--- src/rtl/gap_skip_pkg.sv ---
package gap_skip_pkg;
  typedef enum logic [1:0] {
    SEQ_IDLE = 2'd0,
    SEQ_RUN  = 2'd1,
    SEQ_FIN  = 2'd2
  } seq_state_t;
endpackage

--- src/rtl/gap_detect.sv ---
// Classifies s as a gap: quotient by q strictly below remainder mod q.
module gap_detect #(
  parameter int W     = 12,
  parameter int LOG2Q = 4
) (
  input  logic [W-1:0] s,
  output logic         gap
);
  localparam int Q  = 1 << LOG2Q;
  localparam int HW = W - LOG2Q;
  localparam logic [W:0] NONGAP_FLOOR = (W+1)'(Q*Q - Q);

  logic [HW-1:0]    quo;
  logic [LOG2Q-1:0] rem;

  assign quo = s[W-1:LOG2Q];
  assign rem = s[LOG2Q-1:0];
  assign gap = quo < HW'(rem);

  always_comb begin
    if ({1'b0, s} >= NONGAP_FLOOR) begin
      AST_HIGH_NONGAP: assert (!gap);
    end
  end
endmodule

--- src/rtl/next_nongap.sv ---
// From the current index, the smallest non-gap above it (one extra bit for overflow).
module next_nongap #(
  parameter int IW    = 12,
  parameter int LOG2Q = 4
) (
  input  logic [IW-1:0] cur,
  output logic [IW:0]   nxt
);
  localparam int HW = IW + 1 - LOG2Q;

  logic [IW:0]   cand;
  logic          cand_gap;
  logic [HW-1:0] hi_inc;
  logic [IW:0]   rounded;

  assign cand = {1'b0, cur} + (IW+1)'(1);

  gap_detect #(.W(IW+1), .LOG2Q(LOG2Q)) u_cand_gap (
    .s   (cand),
    .gap (cand_gap)
  );

  assign hi_inc  = cand[IW:LOG2Q] + HW'(1);
  assign rounded = {hi_inc, {LOG2Q{1'b0}}};
  assign nxt     = cand_gap ? rounded : cand;

  always_comb begin
    AST_STRICT_INC: assert (nxt > {1'b0, cur});
  end
endmodule

--- src/rtl/gap_skip_seq.sv ---
module gap_skip_seq
  import gap_skip_pkg::*;
#(
  parameter int IW    = 12,
  parameter int LOG2Q = 4
) (
  input  logic          clk,
  input  logic          rst_n,
  input  logic          start,
  input  logic          advance,
  input  logic [IW-1:0] limit_m,
  input  logic [IW-1:0] query_s,
  output logic          query_gap,
  output logic [IW-1:0] idx,
  output logic          idx_valid,
  output logic          done
);
  // Reset: asserted asynchronously, released on the clock.
  logic [1:0] rst_sync_q;
  logic       rst_core_n;

  always_ff @(posedge clk or negedge rst_n) begin
    if (!rst_n) rst_sync_q <= 2'b00;
    else        rst_sync_q <= {rst_sync_q[0], 1'b1};
  end
  assign rst_core_n = rst_sync_q[1];

  // Standalone query detector.
  gap_detect #(.W(IW), .LOG2Q(LOG2Q)) u_query_gap (
    .s   (query_s),
    .gap (query_gap)
  );

  // Skip calculator.
  logic [IW:0] nxt_idx;

  next_nongap #(.IW(IW), .LOG2Q(LOG2Q)) u_next (
    .cur (idx_q),
    .nxt (nxt_idx)
  );

  seq_state_t    state_q, state_d;
  logic [IW-1:0] idx_q, idx_d;
  logic          idx_en, state_en;
  logic          past_limit;

  assign past_limit = nxt_idx > {1'b0, limit_m};

  always_comb begin
    state_d = state_q;
    idx_d   = idx_q;
    if (start) begin
      state_d = SEQ_RUN;
      idx_d   = '0;
    end else if (state_q == SEQ_RUN && advance) begin
      if (past_limit) state_d = SEQ_FIN;
      else            idx_d   = nxt_idx[IW-1:0];
    end
  end

  assign idx_en   = start || (state_q == SEQ_RUN && advance && !past_limit);
  assign state_en = start || (state_q == SEQ_RUN && advance && past_limit);

  always_ff @(posedge clk or negedge rst_core_n) begin
    if (!rst_core_n) begin
      state_q <= SEQ_IDLE;
      idx_q   <= '0;
    end else begin
      if (state_en) state_q <= state_d;
      if (idx_en)   idx_q   <= idx_d;
    end
  end

  assign idx       = idx_q;
  assign idx_valid = (state_q == SEQ_RUN);
  assign done      = (state_q == SEQ_FIN);

  // Independent classification of the issued index.
  logic idx_gap;
  gap_detect #(.W(IW), .LOG2Q(LOG2Q)) u_idx_gap (
    .s   (idx_q),
    .gap (idx_gap)
  );

  AST_RESET_IDLE: assert property (@(posedge clk) !rst_core_n |-> (!idx_valid && !done));
  AST_START_ZERO: assert property (@(posedge clk) disable iff (!rst_core_n)
    start |=> (idx == '0 && idx_valid && !done));
  AST_ADV_UP: assert property (@(posedge clk) disable iff (!rst_core_n)
    (idx_valid && advance && !start) |=> (done || idx > $past(idx)));
  AST_IDX_NONGAP: assert property (@(posedge clk) disable iff (!rst_core_n)
    idx_valid |-> !idx_gap);
  AST_DONE_EXCL: assert property (@(posedge clk) disable iff (!rst_core_n)
    done |-> !idx_valid);
  AST_DONE_STICKY: assert property (@(posedge clk) disable iff (!rst_core_n)
    (done && !start) |=> done);
  AST_IDLE_HOLD: assert property (@(posedge clk) disable iff (!rst_core_n)
    (!idx_valid && !start) |=> ($stable(idx) && !idx_valid));
  AST_NOADV_HOLD: assert property (@(posedge clk) disable iff (!rst_core_n)
    (idx_valid && !advance && !start) |=> ($stable(idx) && idx_valid));
endmodule

--- config.mk ---
export PLATFORM = sky130hd
export DESIGN_NAME = gap_skip_seq
export DESIGN_NICKNAME = d
export VERILOG_FILES = /design/src/rtl/gap_skip_pkg.sv /design/src/rtl/gap_detect.sv /design/src/rtl/next_nongap.sv /design/src/rtl/gap_skip_seq.sv
export SDC_FILE = /design/constraint.sdc
export NUM_CORES = 1
export LEC_CHECK = 0
export ABC_AREA = 1
export BUFFER_PORTS_ARGS = -buffer_cell sky130_fd_sc_hd__buf_2
export CELL_PAD_IN_SITES_DETAIL_PLACEMENT = 0
export CELL_PAD_IN_SITES_GLOBAL_PLACEMENT = 2
export CORE_MARGIN = 2
export CORE_UTILIZATION = 26
export CTS_CLUSTER_SIZE = 30
export DETAILED_ROUTE_END_ITERATION = 10
export PLACE_DENSITY = 0.76
export SLEW_MARGIN = 20
export SYNTH_ARGS = -nofsm -noshare
export SYNTH_HDL_FRONTEND = slang
export SYNTH_HIERARCHICAL = 1
export SYNTH_SLANG_ARGS = --single-unit
--- constraint.sdc ---
create_clock -name clk -period 0.8 [get_ports clk]
set_input_delay 0.08 -clock clk [delete_from_list [all_inputs] [get_ports clk]]
set_output_delay 0.08 -clock clk [all_outputs]
set_load 0.05 [all_outputs]
==> impl_metrics.toml <==
[global_routing]
grt-ovfl-total = 0
grt_pass1_vias = 2123
grt_pass1_wl_mm = 9.27
grt_start_max_net_pins = 15
grt_use_total_pct = 15.2
antenna_found_initial = 0

[routing]
vias_per_cell = 4.31
first_iter_violations = 72
num_vias = 2194
wire_per_inst_um = 11.0
wirelength_mm = 5.62
postRouteAntennaNets = 0
first_pass_iters = 4
drcViolationCount = 0

[outcome]
status = "complete, but fails checks"
violations = "setup timing"

[synthesis]
post_synth_num_cell_types = 26
synth_async_sr_flop_share_pct = 100
yosysSeqAreaShare_pct = 22.1
synth_area_leaders = "dfrtp_1 (22%), nand2_1 (18%), ha_1 (14%)"
yosys.area.top_type = "dfrtp_1"
synth-main-ff-cell = "dfrtp_1"
avgSynthCellArea_sq_um = 6.43
synth_warnings = 6
syn_area_sq_um = 1810
ys_seq_elements = 16
synth_edf_count = 0
syn_nets = 330
synth_top_area_share_pct = 22.1
synth_cells = 282

[flow_run]
drv_cap = 0

[clock_network]
clock_tree.root_cell = "clkbuf_8"
path_clk_slew_ps = 60
insertion_delay_ps = 250
htreeDepth = 1
clock_sink_count = 16
cts_max_path_buffers = 2
tritoncts = "done"
numCtsBuffers = 3

[sta]
max_freq_mhz = 284
finalHoldViolCount = 0
finalWorstSetupSlack_ps = -2720
final.setup_skew_ps = 0.772
rsz0062_at_grt = "yes"
setup_viol = 29
min_period_ps = 3520
hold_ws_ps = 50.4
period_share_pct = 440
slew_violations = 0

[floorplan]
dieArea_sq_um = 7660
io_pins = 43
num_rows = 30
core_sq_um = 6760
die_x_um = 87.5
die_h_um = 87.5
initial_core_util_pct = 26.8

[finish]
nets = 478
syn2layout_area_growth_pct = 90.8
drive_gt1_share_pct = 54.5
register_area_sq_um = 407
instances_no_fill = 509
diodes = 0
multiInputGateArea_sq_um = 1470
fillCellCount = 681

[setup_path]
cpPeakStageDelay_ps = 420
path_max_fanout = 6
worstSetupEndpointType = "flop"
cp_slowest_cell = "dfrtp_2"
worstPathRequired_ps = 990
cp.arrival_ps = 3710
cp-start-kind = "flop"
crit_family = "simple AND/OR/NAND/NOR gates"
criticalPathCategory = "flop to flop"
path_buf_inv = 0

[hold_path]
hp-class = "input pin to flop"

[power]
p_leak_nw = 1.90
clockPowerShare_pct = 13.2
p_comb_share_pct = 68.3
swShare_pct = 41.0
powerDensity_nw_per_um2 = 1580
peakVddDrop_v = 0.00143
power_switching_mw = 2.24
p_seq_share_pct = 18.5
p_int_mw = 3.23

[placed_design]
place_inst = 471
place_congestion = 0.783
pre_cts_ws_ps = -2850
port-buffer-count = 42
hpwl_mm = 4.31
## stage by stage
step	TNS (ps)	total power [mW]	util, %	area (sq um)
global placement	-39990	4.03	40.7	2750
global route	-44350	5.90	51.2	3460
CTS	-40880	5.27	48.6	3280
detailed placement	-40360	4.03	40.7	2750
finish	-41540	5.46	51.2	3460
floorplan	-40040	2.84	-	1950
## power by group through the flow
stage | Clock (mW) | Sequential [mW] | Combinational [mW]
finish | 0.721 | 1.01 | 3.73
global route | 0.766 | 1.03 | 4.10
CTS | 0.728 | 1.01 | 3.53
detailed placement | 0 | 1.02 | 3.01
global placement | 0 | 1.01 | 3.02
floorplan | 0 | 1.31 | 1.52
## flip-flops by register name (all words and copies together) (netlist names)
| name | count |
|---|---|
| idx | 12 |
| rst_sync_q | 2 |
| state_q | 2 |
## placed cells by master, fill, tap and decap left out, types with 9 or more instances in the layout
master	n
dfrtp_1	11
nand4_1	18
buf_4	90
nor2_4	9
nand2_1	60
ha_1	12
inv_1	51
buf_6	19
nand2_2	28
buf_8	11
buf_2	25
nand3_1	14
nor2_1	15
## routing by layer
metal | GRT usage (%) | wire (um) | vias up | part of all wire, %
met5 | 0 | 0 | - | 0
met4 | 2.94 | 80 | 0 | 1.4
met3 | 2.46 | 171 | 8 | 3.0
met2 | 28.3 | 2910 | 36 | 52
met1 | 18.4 | 2460 | 986 | 44
li1 | - | - | 1164 | -
## cell type report
class | instances | area share, %
clock buffers | 4 | 1.59
repair buffers | 147 | 34.7
inverters | 59 | 6.55
multi-input cells | 203 | 42.5
flip-flops and latches | 16 | 11.8
well taps | 80 | 2.89
## cells in the mapped netlist (2+ instances only)
master and number:
nand2_1 86, inv_1 58, ha_1 20, nor2_1 19, nand3_1 18, nand4_1 18
dfrtp_1 16, nand2_2 8, nor2_4 6, a21oi_1 5, xor2_1 5, nor2_2 4
and2_1 3, a21oi_2 2, buf_6 2, o21bai_1 2
## worst register-to-register path: cells and delay by family (launching register included)
family	cells	cell delay, ps
DFF	1	420
and+or+nand+nor	20	2050
adders and majority gates	3	660
AOI/OAI and AO/OA	2	340
## what timing repair did
item | in CTS | in global routing
pin swaps | 26 | 22
hold buffers | 2 | 0
gates resized for setup | 69 | 42
cloned | 1 | 0
buffers inserted | 28 | 9
endpoints found under the setup margin | 29 | 29
hold endpoints to repair | 3 | 0
## kinds of logic after synthesis
| kind of cell | after synthesis | share of synthesized area, % |
|---|---|---|
| other | 1 | 0.207 |
| and+or+nand+nor | 166 | 43.9 |
| DFF | 16 | 22.1 |
| AOI/OAI and AO/OA | 10 | 3.45 |
| buffers and inverters | 64 | 14.1 |
| xor gates and xnor gates | 5 | 2.42 |
| adders and majority gates | 20 | 13.8 |
## path summary, 6_finish.rpt
check                                end           from  depth (start not counted)  slack [ps]
hold / removal                state_q[0]          start                          3          50
setup / recovery                  idx[2]         idx[1]                         25       -2720
setup reg to reg                  idx[2]         idx[1]                         25       -2720
max in group asynchronous         idx[1]  rst_sync_q[1]                          1         450
hold reg to reg                   idx[8]  rst_sync_q[1]                          1         170
min in group asynchronous  rst_sync_q[1]          rst_n                          2         140
No activity file was read; power rests on OpenSTA's default activity.
